--- config.mk ---
export PLATFORM = sky130hd
export DESIGN_NAME = short_retry_ctrl
export DESIGN_NICKNAME = d
export VERILOG_FILES = /design/src/rtl/srf_pkg.sv /design/src/rtl/srf_oc_window.sv /design/src/rtl/srf_phase_timer.sv /design/src/rtl/srf_status.sv /design/src/rtl/short_retry_ctrl.sv
export SDC_FILE = /design/constraint.sdc
export NUM_CORES = 1
export LEC_CHECK = 0
export BUFFER_PORTS_ARGS = -buffer_cell sky130_fd_sc_hd__buf_2
export CORE_MARGIN = 1.5
export CORE_UTILIZATION = 32
export DETAILED_ROUTE_END_ITERATION = 8
export SYNTH_ARGS = -nofsm -noshare
export SYNTH_HDL_FRONTEND = slang
export SYNTH_SLANG_ARGS = --single-unit
--- constraint.sdc ---
create_clock -name clk -period 1.73 [get_ports clk]
set_clock_uncertainty 0.05 [all_clocks]
set_input_delay 0.0865 -clock clk [delete_from_list [all_inputs] [get_ports clk]]
set_output_delay 0.0865 -clock clk [all_outputs]
set_load 0.1 [all_outputs]
--- src/rtl/srf_pkg.sv ---
// Shared types for the short-circuit retry controller.
// Assumes: nothing beyond IEEE 1800-2017.
package srf_pkg;

    // Driver supervision phases
    typedef enum logic [1:0] {
        ST_IDLE  = 2'd0,   // driver off by request
        ST_RUN   = 2'd1,   // driver on, normal operation
        ST_OFF   = 2'd2,   // driver off after a fault, waiting
        ST_PROBE = 2'd3    // driver on briefly to test the short
    } drv_state_e;

endpackage

--- src/rtl/srf_oc_window.sv ---
// Consecutive-overcurrent window detector.
// Counts the clock cycles for which the qualified overcurrent sample has
// been high without a break. hit pulses on the WIN-th consecutive sample.
// Assumes: WIN >= 2; sample is already qualified with the driver being on.
module srf_oc_window #(
    parameter int unsigned WIN = 8
) (
    input  logic clk,
    input  logic rst_n,
    input  logic sample,
    output logic hit
);
    localparam int unsigned CW = $clog2(WIN + 1);

    logic [CW-1:0] run_cnt;

    // Window complete on this sample
    assign hit = sample && (run_cnt == CW'(WIN - 1));

    // Run-length counter: restarts on a gap or after a completed window
    always_ff @(posedge clk) begin
        if (!rst_n) begin
            run_cnt <= '0;
        end else if (!sample || hit) begin
            run_cnt <= '0;
        end else begin
            run_cnt <= run_cnt + CW'(1);
        end
    end

    // the run count never reaches the window length
    p_cnt_bound_r3: assert property (@(posedge clk) disable iff (!rst_n)
        run_cnt < CW'(WIN));

    // a gap in overcurrent restarts the count
    p_gap_resets_r3: assert property (@(posedge clk) disable iff (!rst_n)
        !sample |=> run_cnt == '0);

endmodule

--- src/rtl/srf_phase_timer.sv ---
// Phase timer for the off period and the probe window.
// Counts cycles while run is high and restarts on clr. done marks the
// last cycle of a phase of lim cycles.
// Assumes: lim >= 1 and is stable for the length of a phase.
module srf_phase_timer #(
    parameter int unsigned TW = 8
) (
    input  logic          clk,
    input  logic          rst_n,
    input  logic          run,
    input  logic          clr,
    input  logic [TW-1:0] lim,
    output logic          done
);
    logic [TW-1:0] ph_cnt;

    // Last cycle of the current phase
    assign done = run && (ph_cnt == lim - TW'(1));

    // Phase counter: held at zero outside timed phases
    always_ff @(posedge clk) begin
        if (!rst_n) begin
            ph_cnt <= '0;
        end else if (!run || clr) begin
            ph_cnt <= '0;
        end else begin
            ph_cnt <= ph_cnt + TW'(1);
        end
    end

    // a timed phase never outlives its length
    p_phase_bound_r4: assert property (@(posedge clk) disable iff (!rst_n)
        run |-> ph_cnt < lim);

endmodule

--- src/rtl/srf_status.sv ---
// Sticky fault-interrupt bit and active-low interrupt request.
// A fault event sets the bit; a read strobe clears it. The event wins
// when both arrive in one cycle.
// Assumes: evt is a single-cycle pulse per fault declaration.
module srf_status (
    input  logic clk,
    input  logic rst_n,
    input  logic evt,
    input  logic rd,
    output logic sticky,
    output logic irq_n
);
    logic sticky_nx;

    // Next value of the sticky bit, set has priority over clear
    assign sticky_nx = evt || (sticky && !rd);

    // Sticky bit and interrupt line registers
    always_ff @(posedge clk) begin
        if (!rst_n) begin
            sticky <= 1'b0;
            irq_n  <= 1'b1;
        end else begin
            sticky <= sticky_nx;
            irq_n  <= !sticky_nx;
        end
    end

    // a fault event sets the sticky bit and asserts the interrupt
    p_evt_sets_r7: assert property (@(posedge clk) disable iff (!rst_n)
        evt |=> sticky && !irq_n);

    // a read with no coincident event clears the bit and the interrupt
    p_rd_clears_r8: assert property (@(posedge clk) disable iff (!rst_n)
        rd && !evt |=> !sticky && irq_n);

    // with neither event nor read the bit holds
    p_hold_r8: assert property (@(posedge clk) disable iff (!rst_n)
        !rd && !evt |=> $stable(sticky));

endmodule

--- src/rtl/short_retry_ctrl.sv ---
// Output short-circuit fault retry controller (top).
// Supervises one driver: declares a fault after DET consecutive cycles of
// overcurrent, turns the driver off, and probes it again every PER cycles
// for DET cycles until a probe passes. Reports through live/sticky bits
// and an active-low interrupt.
// Assumes: oc_flag is synchronous to clk; RETRY_US > DETECT_US; at least
// two cycles per detection window.
module short_retry_ctrl #(
    parameter int unsigned CLK_KHZ   = 50000,
    parameter int unsigned DETECT_US = 440,
    parameter int unsigned RETRY_US  = 26000
) (
    input  logic clk,
    input  logic rst_n,
    input  logic en_req,
    input  logic oc_flag,
    input  logic stat_rd,
    output logic drv_en,
    output logic fault_live,
    output logic fault_sticky,
    output logic irq_n
);
    import srf_pkg::*;

    localparam int unsigned DET_CYC = (CLK_KHZ * DETECT_US) / 1000;
    localparam int unsigned PER_CYC = (CLK_KHZ * RETRY_US) / 1000;
    localparam int unsigned OFF_CYC = PER_CYC - DET_CYC;
    localparam int unsigned MAX_PH  = (OFF_CYC > DET_CYC) ? OFF_CYC : DET_CYC;
    localparam int unsigned TW      = $clog2(MAX_PH + 1);

    drv_state_e    state, state_nx;
    logic          oc_sample;
    logic          oc_hit;
    logic          ph_run;
    logic          ph_clr;
    logic          ph_done;
    logic [TW-1:0] ph_lim;

    // Driver is on in normal operation and during a probe
    assign drv_en    = (state == ST_RUN) || (state == ST_PROBE);
    // Overcurrent only counts while the driver is on and requested
    assign oc_sample = oc_flag && drv_en && en_req;
    // Timer runs in the two timed phases, restarted on every phase change
    assign ph_run    = (state == ST_OFF) || (state == ST_PROBE);
    assign ph_clr    = (state != state_nx);
    assign ph_lim    = (state == ST_OFF) ? TW'(OFF_CYC) : TW'(DET_CYC);

    srf_oc_window #(
        .WIN    (DET_CYC)
    ) u_win (
        .clk    (clk),
        .rst_n  (rst_n),
        .sample (oc_sample),
        .hit    (oc_hit)
    );

    srf_phase_timer #(
        .TW     (TW)
    ) u_tmr (
        .clk    (clk),
        .rst_n  (rst_n),
        .run    (ph_run),
        .clr    (ph_clr),
        .lim    (ph_lim),
        .done   (ph_done)
    );

    srf_status u_stat (
        .clk    (clk),
        .rst_n  (rst_n),
        .evt    (oc_hit),
        .rd     (stat_rd),
        .sticky (fault_sticky),
        .irq_n  (irq_n)
    );

    // Phase sequencing: request, fault, off period, probe verdict
    always_comb begin
        state_nx = state;
        case (state)
            ST_IDLE:  if (en_req) state_nx = ST_RUN;
            ST_RUN:   if (!en_req) state_nx = ST_IDLE;
                      else if (oc_hit) state_nx = ST_OFF;
            ST_OFF:   if (!en_req) state_nx = ST_IDLE;
                      else if (ph_done) state_nx = ST_PROBE;
            ST_PROBE: if (!en_req) state_nx = ST_IDLE;
                      else if (oc_hit) state_nx = ST_OFF;
                      else if (ph_done) state_nx = ST_RUN;
            default:  state_nx = ST_IDLE;
        endcase
    end

    // Phase register
    always_ff @(posedge clk) begin
        if (!rst_n) begin
            state <= ST_IDLE;
        end else begin
            state <= state_nx;
        end
    end

    // Live fault bit: set on declaration, cleared by a passing probe or disable
    always_ff @(posedge clk) begin
        if (!rst_n) begin
            fault_live <= 1'b0;
        end else if (!en_req) begin
            fault_live <= 1'b0;
        end else if (oc_hit) begin
            fault_live <= 1'b1;
        end else if ((state == ST_PROBE) && ph_done) begin
            fault_live <= 1'b0;
        end
    end

    // a declared fault turns the driver off and marks the fault live
    p_drv_off_after_fault_r2: assert property (@(posedge clk) disable iff (!rst_n)
        oc_hit |=> !drv_en && fault_live);

    // during the off period the fault stays live
    p_off_is_live_r5: assert property (@(posedge clk) disable iff (!rst_n)
        (state == ST_OFF) |-> fault_live && !drv_en);

    // a probe ending without a fault resumes normal operation
    p_probe_pass_r6: assert property (@(posedge clk) disable iff (!rst_n)
        (state == ST_PROBE) && ph_done && !oc_hit && en_req |=> drv_en && !fault_live);

    // dropping the request turns the driver off and clears the live bit
    p_disable_r9: assert property (@(posedge clk) disable iff (!rst_n)
        !en_req |=> !drv_en && !fault_live);

endmodule

# Yosys cells after proc, flatten, opt, wreduce, memory -nomap -nowiden
# Cells that the tools add are included.
# word_totals
regBits,41
elab_cells,48
# op_classes
reduce_logical,20
n_eq_ne,6
n_bitwise,1
n_mux,12
addsub,3
# op_table
operator,n
"21-bit by 1-bit adder with 21-bit output, second input constant",1
21-bit == test,1
21-bit two-way mux,1
"21-bit by 1-bit subtractor with 21-bit output, second input constant",1
2-bit two-way mux,8
"15-bit by 1-bit adder with 15-bit output, second input constant",1
"15-bit == test, second input constant",1
2-bit one-hot mux with 4 select lines,1
1-bit logical AND,6
1-bit logical OR,5
"2-bit == test, second input constant",2
1-bit logical NOT,4
2-bit OR reduction,2
"2-bit by 1-bit == test with 1-bit output, second input constant",1
2-bit logical NOT,1
1-bit two-way mux,2
2-bit inequality test,1
2-bit AND reduction,1
2-bit nonzero test,1
1-bit NOT,1

# Logic depth before layout (Yosys ltp)
# depth
word_depth,12
mapped_depth,7
ltp_nobuf,6

# Modules after synthesis
# From an unflattened synthesis, not the netlist that was laid out.
# hier_totals
cells_unflattened,311
hier_area_um2,2595.0
# modules_own_cells
module,instances,seq_area_each_um2,cells_each,area_per_inst_um2
srf_phase_timer,1,420.4,207,1654.1
srf_oc_window,1,300.3,75,689.4
short_retry_ctrl,1,60.1,24,185.2
srf_status,1,40.0,5,66.3

# Worst setup path before layout
# Ideal clock, no wire load.
# synth_path
kind,register to register
start,reg u_win.run_cnt[9]
end,reg u_tmr.ph_cnt[13]
required_time_ns,1.565
path_stages_with_launch,7
path_slack_ns,-0.039
synth_period_minus_slack_ns,1.769
path_buffers,1
arrival_ns,1.604
cell_sequence,dfxtp_1 or4b_1 nor4_2 nand4_2 nand3_2 buf_6 nor2_1
# synth_via
elab_chain_len,8
word_cells_on_any_way,10
# synth_lines
element,line,source
start: declaration,srf_oc_window.sv:15,logic [CW-1:0] run_cnt;
start signal: assignment,srf_oc_window.sv:27,run_cnt <= run_cnt + CW'(1);
15-bit == test (*),srf_oc_window.sv:18,assign hit = sample && (run_cnt == CW'(WIN - 1));
1-bit logical AND (*),srf_oc_window.sv:18,
"2-bit two-way mux, on equally long branches","short_retry_ctrl.sv:87, short_retry_ctrl.sv:83",
"2-bit two-way mux, on equally long branches","short_retry_ctrl.sv:86, short_retry_ctrl.sv:82",
2-bit one-hot mux with 4 select lines (*),short_retry_ctrl.sv:80,case (state)
2-bit inequality test (*),short_retry_ctrl.sv:45,assign ph_clr = (state != state_nx);
1-bit logical OR (*),srf_phase_timer.sv:24,end else if (!run || clr) begin
2-bit OR reduction (no line) (*),-,
end signal: assignment,srf_phase_timer.sv:27,ph_cnt <= ph_cnt + TW'(1);
end: declaration,srf_phase_timer.sv:15,logic [TW-1:0] ph_cnt;
# Every way passes the cells marked *; elsewhere a longest branch is shown, timed or not.
# A chain may end at the register's enable or synchronous reset.

# Final worst setup path
# layout_path
start,reg u_tmr.ph_cnt[6]
end,reg u_tmr.ph_cnt[14]
# layout_via
elab_chain_len,9
word_cells_on_any_way,12
# layout_lines
element,line,source
21-bit == test,srf_phase_timer.sv:18,assign done = run && (ph_cnt == lim - TW'(1));
1-bit logical AND,srf_phase_timer.sv:18,
2-bit two-way mux,short_retry_ctrl.sv:88,else if (ph_done) state_nx = ST_RUN;
2-bit two-way mux,short_retry_ctrl.sv:87,else if (oc_hit) state_nx = ST_OFF;
2-bit two-way mux,short_retry_ctrl.sv:86,ST_PROBE: if (!en_req) state_nx = ST_IDLE;
2-bit one-hot mux with 4 select lines,short_retry_ctrl.sv:80,
2-bit inequality test,short_retry_ctrl.sv:45,
1-bit logical OR,srf_phase_timer.sv:24,
2-bit OR reduction (no line),-,
# Several ways; a longest one is shown, not always the timed one.

==> flow_summary.yaml <==
floorplanning:
  floorplan.io_pins: 9
  std_cell_core_area_mm2: 0.00547
  floorplan.die_area_mm2: 0.00612
  rows: 27
  die-height_um: 78.2
  start_util_pct: 33.1
  die_w_um: 78.2
hold_path:
  holdCritPathClass: "in -> reg"
final_layout:
  final_nets: 259
  postLayoutCoreUtil_pct: 42.6
  flow.area_growth_from_synthesis_pct: 28.8
  mostFrequentLayoutCell: "nor2_1"
  finish.cell_count_without_fillers: 325
  mostFrequentLayoutCells: "nor2_1 (43), dfxtp_1 (39), buf_4 (32), xor2_1 (17), nand3_1 (16)"
  drive_above_1_share_pct: 22.9
  antenna_diode_count: 0
  n_fill_cell: 572
timing:
  worst_slew_pin_slew_ns: 0.489
  final_hold_viol_count: 0
  maxClockFrequency_mhz: 560
  max_slew_margin_pct: 67.6
  maxSlewViolCount: 0
  fin_tns_setup_ns: -1.00
  final_critical_path_setup_slack_ns: -0.0568
  hold_slack_ns: 0.0295
  grt_setup_unrepaired: "true"
  finalSetupViolCount: 21
  final.min_clock_period_ns: 1.79
  min_period_over_period_pct: 103
power_and_ir_drop:
  power.ir.vdd_worst_mv: 0.359
  leakage_power_of_the_design_nw: 0.831
  design_power_total_mw: 1.78
  power.density_cell_area_mw_per_mm2: 763
clock_network:
  number_of_cts_inserted_buffers: 5
  tritoncts: "built"
  clk_latency_ns: 0.29
  path_clk_slew_ns: 0.08
  library_cell_used_as_clock_root_buffer: "clkbuf_8"
  clkSinkCount: 41
  htree_levels: 2
  cts_buffer_depth: 2
route:
  number_of_detailed_routing_iterations_run_before_antenna_repair: 4
  drt_iter0_drc: 22
  drc_errors: 0
  postRouteWirelength_um: 3610
  drt-vias-per-instance: 4.74
  vias: 1539
  final_routed_wire_length_divided_by_cell_count_um: 11.1
  drt.antenna.violating_nets: 0
outcome:
  violations: "negative setup slack"
  run_status: "finished, violations left"
setup_path:
  worstSetupPathType: "reg -> reg"
  worst_path_largest_cell_delay_ns: 0.51
  crit_path_top_delay_cell: "or4bb_1"
  timing.critical_path.arrival_ns: 1.93
  rrSetupSlack_ns: -0.06
  crit_chain: "or4bb_1, nor4_2, o2111ai_2, nand3_2, buf_12, nor2_1"
  critical_path.top_delay_family: "simple AND/OR/NAND/NOR gates"
  timing.critical_path.fanout_max: 21
  worstPathBufferInverterCount: 1
  sort_of_element_at_the_start_of_the_critical_path: "flop"
  cp_data_required_time_ns: 1.87
  worst_setup_path_end_kind: "flop"
yosys:
  synth.top_cell.area_share_pct: 45.3
  ys_seq_elements: 41
  yosysTopAreaCell: "dfxtp_1"
  syn_nets: 214
  syn_avg_cell_area_um2: 8.75
  synth.area.top_cells: "dfxtp_1 (45%), nor2_1 (8.9%), xor2_1 (8.2%)"
  yosysWarnings: 0
  synth.lib_cells_used.distinct: 33
  post_synth_inst_count: 207
  synth_area_mm2: 0.00181
  seq_area_frac_synth_pct: 45.3
job:
  drv_cap: 0
global_routing:
  grt_first_pass_wirelength_um: 6610
  via_count_of_the_first_global_routing_pass: 1505
  grt.total_usage_pct: 13.5
  antenna_found_initial: 0
  grt_max_degree: 22
  gr-total-overflow: 0
placed_design:
  gp_routability_congestion: 0.800
  dpl.cell_count: 315
  buffer_ports.inserted: 8
  place_hpwl_um: 2580
## worst min-delay path, stage by stage
cell     delay, ns
buf_2         0.12
nand4_1       0.08
nor2_1        0.04
## routing by layer
layer	vias up	global-route usage [%]	part of all wire, %
met4	0	5.71	2.4
met5	-	0	0
met3	9	3.60	2.4
met1	717	16.8	47
met2	12	22.1	48
li1	801	-	-
## kinds of logic after synthesis
group | Yosys count | share of synthesized area (%)
and+or+nand+nor | 108 | 31.3
adders and majority gates | 2 | 1.38
buffers and inverters | 12 | 3.59
AOI/OAI and AO/OA | 15 | 4.35
xor gates and xnor gates | 29 | 14.0
DFF | 41 | 45.3
## path summary, 6_finish.rpt
check	to	from	depth (start not counted)
hold reg to reg	u_tmr.ph_cnt[0]	u_tmr.ph_cnt[0]	1
hold / removal	u_win.run_cnt[2]	en_req	3
setup reg to reg	u_tmr.ph_cnt[14]	u_tmr.ph_cnt[6]	6
setup / recovery	u_tmr.ph_cnt[14]	u_tmr.ph_cnt[6]	6
## Yosys cell counts
cell type / number
clkbuf_1: 1
nand2_1: 10
nor4_1: 4
and4_1: 4
nor4b_1: 2
or2_2: 1
nor2_1: 43
or4b_1: 1
nand2b_1: 2
nand3_2: 1
a21oi_1: 7
inv_1: 7
nand4_1: 9
buf_4: 1
nor3_1: 1
nor4_2: 1
ha_1: 2
buf_6: 2
nand4_2: 1
nand3_1: 16
xnor2_1: 12
o21ai_0: 7
and2_1: 1
dfxtp_1: 41
or4bb_1: 1
or3_1: 2
buf_2: 1
nand3b_1: 1
xor2_1: 17
o2111ai_1: 1
or4_1: 1
nand4b_1: 1
and3_1: 5
## cell type report
cell class	instances	area [µm²]	area share [%]
inverter	7	26.3	1.13
clock buffer	7	86.3	3.70
sequential	41	823	35.3
clock inverter	1	30.0	1.29
tap	72	90.1	3.86
timing repair buffer	43	320	13.7
multi-input combinational	154	956	41.0
## repair_timing
action | in CTS | in global routing
pin swaps | 1 | 3
gates resized for setup | 3 | 5
setup endpoints to repair | 24 | 40
buffers inserted | 0 | 0
hold endpoints to repair | 2 | 0
hold buffers | 2 | 0
## registers in the layout, indices dropped and copies added (netlist names)
name	flops
u_tmr.ph_cnt	21
u_win.run_cnt	15
state	2
fault_live	1
u_stat.irq_n	1
u_stat.sticky	1
## report_power, final
part | switching (mW) | internal, mW
Combinational | 0.0224 | 0.0121
Sequential | 0.000880 | 0.944
Clock | 0.330 | 0.470
Total | 0.353 | 1.43
## stage by stage
stage | setup slack (ns) | cell area, µm²
floorplan | 0.0334 | 1810
global placement | -0.0568 | 2160
detailed placement | -0.0852 | 2160
CTS | -0.0454 | 2310
global route | -0.166 | 2330
finish | -0.0568 | 2330
Power figures use the tool's default switching activity.
